<file path="config.mk">
export PLATFORM = sky130hd
export DESIGN_NAME = pw_access_ctrl
export DESIGN_NICKNAME = d
export VERILOG_FILES = /design/src/rtl/pwac_pkg.sv /design/src/rtl/pwac_entry.sv /design/src/rtl/pwac_level.sv /design/src/rtl/pwac_perm.sv /design/src/rtl/pw_access_ctrl.sv
export SDC_FILE = /design/constraint.sdc
export NUM_CORES = 1
export LEC_CHECK = 0
export BUFFER_PORTS_ARGS = -buffer_cell sky130_fd_sc_hd__buf_2
export CORE_ASPECT_RATIO = 0.8
export CORE_MARGIN = 4
export CORE_UTILIZATION = 37
export DETAILED_ROUTE_END_ITERATION = 8
export GPL_ROUTABILITY_DRIVEN = 0
export PLACE_DENSITY = 0.57
export SETUP_SLACK_MARGIN = 0.1
export SYNTH_ARGS = -nofsm -noshare
export SYNTH_HDL_FRONTEND = slang
export SYNTH_SLANG_ARGS = --single-unit
</file>
<file path="constraint.sdc">
create_clock -name clk -period 6 [get_ports clk]
set_input_delay 1.2 -clock clk [delete_from_list [all_inputs] [get_ports clk]]
set_output_delay 1.2 -clock clk [all_outputs]
set_load 0.01 [all_outputs]
</file>
<file path="src/rtl/pwac_pkg.sv">
package pwac_pkg;
   typedef enum logic [1:0] {
      PRIV_USER = 2'd0,
      PRIV_L1   = 2'd1,
      PRIV_L2   = 2'd2
   } priv_e;
endpackage

</file>
<file path="src/rtl/pwac_entry.sv">
// Byte-wide password entry register with lane tracking
module pwac_entry #(
   parameter int PW_BYTES = 4,
   parameter int LANE_W   = 2,
   localparam int PW_W    = PW_BYTES * 8
) (
   input  logic              clk,
   input  logic              rst_n,
   input  logic              wr_en,
   input  logic [LANE_W-1:0] wr_lane,
   input  logic [7:0]        wr_data,
   output logic [PW_W-1:0]   entry_q,
   output logic [PW_W-1:0]   entry_nxt,
   output logic              eval_now
);
   logic [PW_BYTES-1:0] wr_hit;
   logic [PW_BYTES-1:0] mask_q;
   logic [PW_BYTES-1:0] mask_d;
   logic                armed_q;

   for (genvar k = 0; k < PW_BYTES; k++) begin : g_lane
      assign wr_hit[k] = wr_en && (wr_lane == LANE_W'(k));
      assign entry_nxt[k*8 +: 8] = wr_hit[k] ? wr_data : entry_q[k*8 +: 8];
   end

   assign mask_d   = mask_q | wr_hit;
   assign eval_now = (|wr_hit) && (armed_q || (&mask_d));

   always_ff @(posedge clk or negedge rst_n) begin
      if (!rst_n) begin
         entry_q <= '1;
         mask_q  <= '0;
         armed_q <= 1'b0;
      end else begin
         entry_q <= entry_nxt;
         mask_q  <= mask_d;
         if (&mask_d) armed_q <= 1'b1;
      end
   end

   // once armed, any accepted lane write must trigger evaluation
   a_r4_armed_eval: assert property (@(posedge clk) disable iff (!rst_n)
      (armed_q && wr_en && (int'(wr_lane) < PW_BYTES)) |-> eval_now);
endmodule

</file>
<file path="src/rtl/pwac_level.sv">
// Password comparison and privilege register
module pwac_level
   import pwac_pkg::*;
#(
   parameter int PW_W = 32
) (
   input  logic            clk,
   input  logic            rst_n,
   input  logic [PW_W-1:0] entry_q,
   input  logic [PW_W-1:0] entry_nxt,
   input  logic            eval_now,
   input  logic [PW_W-1:0] pw_l1,
   input  logic [PW_W-1:0] pw_l2,
   output priv_e           level_q
);
   logic  init_q;
   priv_e from_cur;
   priv_e from_nxt;

   function automatic priv_e judge(input logic [PW_W-1:0] v,
                                   input logic [PW_W-1:0] p1,
                                   input logic [PW_W-1:0] p2);
      if (v == p2)      return PRIV_L2;
      else if (v == p1) return PRIV_L1;
      else              return PRIV_USER;
   endfunction

   always_comb begin
      from_cur = judge(entry_q, pw_l1, pw_l2);
      from_nxt = judge(entry_nxt, pw_l1, pw_l2);
   end

   always_ff @(posedge clk or negedge rst_n) begin
      if (!rst_n) begin
         init_q  <= 1'b1;
         level_q <= PRIV_USER;
      end else begin
         init_q <= 1'b0;
         if (init_q)        level_q <= from_cur;
         else if (eval_now) level_q <= from_nxt;
      end
   end

   a_r1_level_legal: assert property (@(posedge clk) disable iff (!rst_n)
      level_q != priv_e'(2'd3));

   a_r3_level_hold: assert property (@(posedge clk) disable iff (!rst_n)
      (!eval_now && !init_q) |=> $stable(level_q));
endmodule

</file>
<file path="src/rtl/pwac_perm.sv">
// Per-request permission decode and read-data masking
module pwac_perm
   import pwac_pkg::*;
#(
   parameter int NUM_TABLES = 6,
   parameter int TBL_W      = 3,
   localparam int TBL_POW   = 1 << TBL_W
) (
   input  logic                  clk,
   input  logic                  rst_n,
   input  priv_e                 level,
   input  logic                  req_valid,
   input  logic [TBL_W-1:0]      req_table,
   input  logic                  req_aux,
   input  logic                  req_pw_loc,
   input  logic [NUM_TABLES-1:0] perm_rd,
   input  logic [NUM_TABLES-1:0] perm_rw,
   input  logic                  aux_l1_wr,
   input  logic [7:0]            rd_data_in,
   output logic                  rd_en,
   output logic                  wr_en,
   output logic [7:0]            rd_data_out
);
   logic [TBL_POW-1:0] rd_full;
   logic [TBL_POW-1:0] rw_full;
   logic               bit_rd;
   logic               bit_rw;

   if (TBL_POW == NUM_TABLES) begin : g_exact
      assign rd_full = perm_rd;
      assign rw_full = perm_rw;
   end else begin : g_pad
      assign rd_full = {{(TBL_POW-NUM_TABLES){1'b0}}, perm_rd};
      assign rw_full = {{(TBL_POW-NUM_TABLES){1'b0}}, perm_rw};
   end

   always_comb begin
      bit_rd = rd_full[req_table];
      bit_rw = rw_full[req_table];
      rd_en  = 1'b0;
      wr_en  = 1'b0;
      if (req_valid) begin
         if (req_aux) begin
            rd_en = 1'b1;
            wr_en = (level == PRIV_L2) || ((level == PRIV_L1) && aux_l1_wr);
         end else if (int'(req_table) < NUM_TABLES) begin
            rd_en = (level == PRIV_L2) || ((level == PRIV_L1) && (bit_rd || bit_rw));
            wr_en = (level == PRIV_L2) || ((level == PRIV_L1) && bit_rw);
         end
      end
      rd_data_out = (rd_en && !req_pw_loc) ? rd_data_in : 8'h00;
   end

   a_r5_user_no_write: assert property (@(posedge clk) disable iff (!rst_n)
      (level == PRIV_USER) |-> !wr_en);

   a_r7_aux_read: assert property (@(posedge clk) disable iff (!rst_n)
      (req_valid && req_aux) |-> rd_en);

   a_r8_idle_quiet: assert property (@(posedge clk) disable iff (!rst_n)
      !req_valid |-> (!rd_en && !wr_en));

   a_r9_pw_zero: assert property (@(posedge clk) disable iff (!rst_n)
      req_pw_loc |-> (rd_data_out == 8'h00));
endmodule

</file>
<file path="src/rtl/pw_access_ctrl.sv">
// Three-level password access gate, top level
module pw_access_ctrl
   import pwac_pkg::*;
#(
   parameter int PW_BYTES   = 4,
   parameter int NUM_TABLES = 6,
   localparam int LANE_W    = $clog2(PW_BYTES),
   localparam int PW_W      = PW_BYTES * 8,
   localparam int TBL_W     = $clog2(NUM_TABLES)
) (
   input  logic                  clk,
   input  logic                  rst_n,
   input  logic                  pw_wr_en,
   input  logic [LANE_W-1:0]     pw_wr_lane,
   input  logic [7:0]            pw_wr_data,
   input  logic [PW_W-1:0]       pw_l1,
   input  logic [PW_W-1:0]       pw_l2,
   input  logic [NUM_TABLES-1:0] perm_rd,
   input  logic [NUM_TABLES-1:0] perm_rw,
   input  logic                  aux_l1_wr,
   input  logic                  req_valid,
   input  logic [TBL_W-1:0]      req_table,
   input  logic                  req_aux,
   input  logic                  req_pw_loc,
   input  logic [7:0]            rd_data_in,
   output logic                  rd_en,
   output logic                  wr_en,
   output logic [7:0]            rd_data_out,
   output logic [1:0]            priv_level
);
   if (PW_BYTES < 2 || PW_BYTES > 16) begin : g_bad_bytes
      $error("pw_access_ctrl: PW_BYTES must lie in 2..16");
   end
   if (NUM_TABLES < 2 || NUM_TABLES > 256) begin : g_bad_tables
      $error("pw_access_ctrl: NUM_TABLES must lie in 2..256");
   end

   logic [PW_W-1:0] entry_q;
   logic [PW_W-1:0] entry_nxt;
   logic            eval_now;
   priv_e           level;

   pwac_entry #(.PW_BYTES(PW_BYTES), .LANE_W(LANE_W)) u_entry (
      .clk(clk), .rst_n(rst_n), .wr_en(pw_wr_en), .wr_lane(pw_wr_lane),
      .wr_data(pw_wr_data), .entry_q(entry_q), .entry_nxt(entry_nxt),
      .eval_now(eval_now)
   );

   pwac_level #(.PW_W(PW_W)) u_level (
      .clk(clk), .rst_n(rst_n), .entry_q(entry_q), .entry_nxt(entry_nxt),
      .eval_now(eval_now), .pw_l1(pw_l1), .pw_l2(pw_l2), .level_q(level)
   );

   pwac_perm #(.NUM_TABLES(NUM_TABLES), .TBL_W(TBL_W)) u_perm (
      .clk(clk), .rst_n(rst_n), .level(level), .req_valid(req_valid),
      .req_table(req_table), .req_aux(req_aux), .req_pw_loc(req_pw_loc),
      .perm_rd(perm_rd), .perm_rw(perm_rw), .aux_l1_wr(aux_l1_wr),
      .rd_data_in(rd_data_in), .rd_en(rd_en), .wr_en(wr_en),
      .rd_data_out(rd_data_out)
   );

   assign priv_level = level;
endmodule

</file>
==> results of run 1 <==
[final timing paths]
check                                               from                        endpoint  slack (ps)  depth (start not counted)
max in group asynchronous                          rst_n  u_level.level_q[1]$_DFFE_PN0P_        4330                          1
hold / removal               u_entry.mask_q[3]$_DFF_PN0_     u_entry.mask_q[3]$_DFF_PN0_         470                          1
min in group asynchronous                          rst_n     u_entry.mask_q[0]$_DFF_PN0_        1080                          1
hold reg to reg              u_entry.mask_q[3]$_DFF_PN0_     u_entry.mask_q[3]$_DFF_PN0_         470                          1
setup / recovery                            req_table[0]                  rd_data_out[6]        1870                          9
setup reg to reg           u_entry.entry_q[30]$_DFF_PN1_  u_level.level_q[0]$_DFFE_PN0P_        3500                          7
[final cells by class]
class,count,area (um2)
fill,986,5540
clock inverter,1,30.0
timing repair buffer,116,583
inverter,48,180
tap,140,175
multi-input combinational,341,2580
sequential,40,1040
clock buffer,7,153
[state kept, by name (all words and copies together) (netlist names)]
signal and flops:
u_level.level_q 2, u_entry.armed_q 1, u_level.init_q 1, u_entry.mask_q 4
u_entry.entry_q 32
[cells in the final DEF, fill, tap and decap left out, types with 6 or more instances in the layout]
cell,n
a21oi_1,18
mux2i_1,18
and2_1,10
nor2_1,6
mux2_2,6
xnor2_1,42
nor4_1,21
o21ai_0,17
nand2_1,16
o22ai_1,8
xor2_1,50
inv_1,48
nand2b_1,18
dfrtp_1,7
nand4_1,9
o211ai_1,9
dfstp_2,33
nor2b_1,11
buf_2,115
[power by group through the flow]
stage	registers (mW)	logic [mW]	clock network (mW)
global route	0.416	0.465	0.352
detailed placement	0.411	0.420	0
finish	0.410	0.432	0.339
floorplan	0.390	0.268	0
global placement	0.409	0.419	0
CTS	0.408	0.423	0.341
[routing by layer]
metal | part of all wire | wire length (um)
met2 | 0.42 | 6510
met5 | 0 | 0
met3 | 0.12 | 1800
met1 | 0.44 | 6830
met4 | 0.023 | 352
[cells by family after synthesis]
logic type / Yosys count
simple gates: 122
compound gates: 98
xor+xnor: 92
buf+inv: 66
flops: 40
mux: 28
other cells: 1
[worst reg2reg max path, stage by stage, from the launching register on]
cell and delay (ps):
dfstp_2 580, xor2_1 130, a2111oi_4 290, o22ai_1 140, or4b_1 580, nor4_1 400
o211ai_1 150, a31oi_1 150
==> results.py, run 1 <==
metrics = {
    "pwr": {
        "p_clk_frac": 0.287,
        "powerDensity_nw_per_um2": 249,
        "sw_frac_of_total": 0.370,
        "power_switching_uw": 437,
        "leakagePower_nw": 2.08,
        "intPower_uw": 745,
        "vdd.ir_drop.worst_v": 0.000108,
        "combPwrFrac": 0.366,
        "pwr-share-seq": 0.347,
        "power.total_mw": 1.18,
    },
    "cts": {
        "cts.sinks": 40,
        "cts.path.max_buffers": 2,
        "post_cts_buffers": 0,
        "cts-resized-gates": 0,
        "worstSkewPairLatency_ps": 290,
        "cts_htree_levels": 2,
        "root_buffer": "clkbuf_16",
        "hold_buffers": 0,
        "numCtsBuffers": 5,
        "clkTransAtPathRegs_ps": 60,
        "cts_tree": "built",
    },
    "synthesis": {
        "synth_xor_area_frac": 0.206,
        "synth_adder_area_share": 0,
        "synth_top_family_by_area": "XOR/XNOR gates",
        "synth_ff_type": "dfstp_2",
        "synthTopCellsByCount": "50 x xor2_1, 48 x inv_1, 42 x xnor2_1",
        "synth_top_area_frac": 0.222,
        "synth.avg_cell_area_um2": 8.75,
        "syn_inst": 447,
        "syn-num-nets": 551,
        "ys_seq_elements": 40,
        "synthMuxAreaShare": 0.0844,
        "synth_edf_count": 0,
        "postSynth.asyncResetShare": 1.00,
        "synth_most_common_cell": "xor2_1",
        "synth_warnings": 0,
        "yosysSeqAreaShare": 0.266,
        "synth_area_leader_cell": "dfstp_2",
        "netlist_area_um2": 3910,
        "synth_compound_area_frac": 0.178,
        "synthSimpleGateAreaFrac": 0.190,
        "synth_cell_types": 67,
        "ys_top_cells_by_area": "dfstp_2 22%, xor2_1 11%, xnor2_1 9.4%",
    },
    "floorplan": {
        "dieArea_um2": 12300,
        "core_area_um2": 10300,
        "die_w_um": 123,
        "io_pins": 116,
        "die_y_um": 100,
        "start_util": 0.381,
        "rows": 33,
    },
    "final_layout": {
        "fin_cells": 693,
        "antenna_cells": 0,
        "final_util": 0.461,
        "fin_area_um2": 4740,
        "drive_gt1_frac": 0.311,
        "nets": 656,
        "area_delta_synth_final_pct": 21.3,
    },
    "timing": {
        "min_period_ps": 4130,
        "layout_setup_ws_ps": 1870,
        "tightest_slew_ps": 986,
        "rsz0062_at_grt": "false",
        "slew_viol_final": 0,
        "setup_viol": 0,
        "skew_ps": 4.03,
        "slew_headroom": 0.343,
        "clock.fmax_ghz": 0.242,
        "whs_ps": 471,
        "hold_viol": 0,
        "post-route-period-util": 0.688,
        "finalSetupTns_ps": 0,
    },
    "critical_path": {
        "startpoint_type": "input pin",
        "worst_ep_required_time_ps": 4800,
        "slowest_stage": "mux4_2",
        "crit_chain": "buf_2, mux4_2, nand2_1, o31a_1, a221oi_1, o21a_1, nor2b_1, and2_1, buf_2",
        "path_common_cell": "buf_2",
        "crit_type": "in -> out",
        "cp_num_buf_inv": 2,
        "crit_path_end_kind": "output port",
        "worstPathMaxFanout": 8,
        "cp.arrival_ps": 2930,
        "path_delay_family": "simple AND/OR/NAND/NOR gates",
        "slowest_delay_ps": 340,
    },
    "placed_design": {
        "place_inst": 685,
        "place_hpwl_um": 12500,
        "placed_cell_area_um2": 4560,
        "pre_cts_slack_ps": 1880,
        "portBuffers": 115,
    },
    "detailed_routing": {
        "drt-initial-drc-count": 477,
        "dr.pass1.iters": 5,
        "wl_um": 15500,
        "wire_per_inst_um": 22.4,
        "via_count": 4009,
        "vias_per_cell": 5.78,
        "drc": 0,
        "ant_nets": 0,
    },
    "grt": {
        "grt_max_degree": 41,
        "grt-ovfl-total": 0,
        "grt_pass1_vias": 3813,
        "gr-max-usage-layer": "met1",
        "use_met2": 0.367,
        "grt_util_all_layers": 0.250,
        "grt_use_met1": 0.371,
        "grt_pass1_wl_um": 22900,
        "antenna_found_initial": 0,
        "met3_usage": 0.0535,
    },
    "worst_hold_path": {
        "hold_class": "reg -> reg",
    },
    "flow_run": {
        "maxCapViolations": 0,
    },
    "outcome": {
        "status": "finished clean",
    },
}
Power figures use the tool's default switching activity.
==> run 2, diff against run 1 <==
PLACE_DENSITY = 0.6   (was 0.57)
clock period = 3.6 ns   (was 6 ns; I/O delays follow)
==> results.py, run 2 (synthesis gave the netlist of run 1 again) <==
metrics = {
    "outcome": {
        "status": "finished clean",
    },
    "floorplan": {
        "dieArea_um2": 12300,
        "rows": 33,
        "start_util": 0.381,
        "io_pins": 116,
        "core_area_um2": 10300,
        "die_y_um": 100,
        "die_w_um": 123,
    },
    "detailed_routing": {
        "drc": 0,
        "vias_per_cell": 5.78,
        "via_count": 4045,
        "drt-initial-drc-count": 424,
        "wl_um": 15100,
        "dr.pass1.iters": 5,
        "wire_per_inst_um": 21.6,
        "ant_nets": 0,
    },
    "cts": {
        "hold_buffers": 0,
        "cts_htree_levels": 2,
        "post_cts_buffers": 0,
        "cts.path.max_buffers": 2,
        "worstSkewPairLatency_ps": 290,
        "cts_tree": "built",
        "clkTransAtPathRegs_ps": 60,
        "numCtsBuffers": 5,
        "cts.sinks": 40,
        "root_buffer": "clkbuf_16",
        "cts-resized-gates": 0,
    },
    "final_layout": {
        "nets": 663,
        "layout_commonest_cell": "buf_2",
        "mostFrequentLayoutCells": "115 x buf_2, 50 x xor2_1, 48 x inv_1",
        "largest_reg_flops": 32,
        "antenna_cells": 0,
        "largestRegisters": "u_entry.entry_q x32, u_entry.mask_q x4, u_level.level_q x2",
        "regArea_um2": 1040,
        "top_register": "u_entry.entry_q",
        "final_util": 0.462,
        "drive_gt1_frac": 0.316,
        "fin_cells": 700,
        "area_delta_synth_final_pct": 21.5,
        "multiInputGateArea_um2": 2580,
        "fillers": 1011,
        "fin_area_um2": 4750,
    },
    "pwr": {
        "power.total_mw": 1.84,
        "p_clk_frac": 0.240,
        "leakagePower_nw": 2.10,
        "powerDensity_nw_per_um2": 386,
        "combPwrFrac": 0.389,
        "power_switching_uw": 697,
        "intPower_mw": 1.14,
        "sw_frac_of_total": 0.379,
        "vdd.ir_drop.worst_v": 0.000182,
        "pwr-share-seq": 0.371,
    },
    "critical_path": {
        "crit_path_end_kind": "output port",
        "slowest_delay_ps": 340,
        "crit_chain": "buf_2, mux4_2, nand2_1, o31a_1, a221oi_1, o21a_1, nor2b_1, and2_1, buf_2",
        "slowest_stage": "mux4_2",
        "path_common_cell": "buf_2",
        "startpoint_type": "input pin",
        "cp.arrival_ps": 2430,
        "worst_ep_required_time_ps": 2880,
        "worstPathMaxFanout": 8,
        "crit_type": "in -> out",
    },
    "worst_hold_path": {
        "hold_class": "reg -> reg",
    },
    "grt": {
        "grt_util_all_layers": 0.243,
        "antenna_found_initial": 0,
        "grt-ovfl-total": 0,
        "grt_pass1_vias": 4011,
        "grt_max_degree": 41,
        "grt_pass1_wl_um": 22600,
    },
    "timing": {
        "setup_viol": 0,
        "hold_viol": 0,
        "rsz0062_at_grt": "false",
        "finalSetupTns_ps": 0,
        "skew_ps": 8.56,
        "post-route-period-util": 0.875,
        "slew_viol_final": 0,
        "layout_setup_ws_ps": 450,
        "min_period_ps": 3150,
        "slew_headroom": 0.374,
        "clock.fmax_ghz": 0.317,
        "whs_ps": 466,
        "tightest_slew_ps": 939,
    },
    "placed_design": {
        "pre_cts_slack_ps": 303,
        "place_inst": 692,
        "portBuffers": 115,
        "place_hpwl_um": 12200,
        "placed_cell_area_um2": 4610,
    },
    "flow_run": {
        "maxCapViolations": 0,
    },
}
-- run 2: power groups by stage --
stage | clock, mW | sequential, mW | combinational (mW)
2_1_floorplan | 0 | 0.650 | 0.447
3_3_place_gp | 0 | 0.681 | 0.695
3_5_place_dp | 0 | 0.682 | 0.696
4_1_cts | 0.442 | 0.676 | 0.701
5_1_grt | 0.468 | 0.691 | 0.772
6_report | 0.441 | 0.681 | 0.714
-- run 2: cell type report --
cell class / instances / share of cell area
multi-input cells: 341 / 0.543
flip-flops and latches: 40 / 0.219
repair buffers: 123 / 0.134
inverters: 48 / 0.0379
well taps: 140 / 0.0369
clock buffers: 7 / 0.0279
clock inverters: 1 / 0.00105
-- run 2: worst max-delay path: cells and delay by family --
family / cells / cell delay (ps)
AO/OA/AOI/OAI: 3 / 560
buffers and inverters: 2 / 260
multiplexers: 1 / 340
AND/OR/NAND/NOR: 3 / 540
-- run 2: per-layer routing --
| metal | vias to the layer above | routed length [um] | global-route usage |
|---|---|---|---|
| met3 | 54 | 2040 | 0.0614 |
| li1 | 1817 | - | - |
| met5 | - | 0 | 0 |
| met2 | 291 | 6150 | 0.361 |
| met4 | 0 | 601 | 0.0817 |
| met1 | 1883 | 6320 | 0.346 |
-- run 2: path summary, 6_finish.rpt --
kind / from / endpoint / slack [ps] / cells after the start
max in group asynchronous: rst_n / u_level.level_q[1]$_DFFE_PN0P_ / 2450 / 1
min in group asynchronous: rst_n / u_entry.mask_q[3]$_DFF_PN0_ / 580 / 1
setup reg to reg: u_entry.entry_q[26]$_DFF_PN1_ / u_level.level_q[1]$_DFFE_PN0P_ / 1120 / 7
hold / removal: u_entry.mask_q[0]$_DFF_PN0_ / u_entry.mask_q[0]$_DFF_PN0_ / 470 / 1
setup / recovery: req_table[0] / rd_data_out[2] / 450 / 9
hold reg to reg: u_entry.mask_q[0]$_DFF_PN0_ / u_entry.mask_q[0]$_DFF_PN0_ / 470 / 1
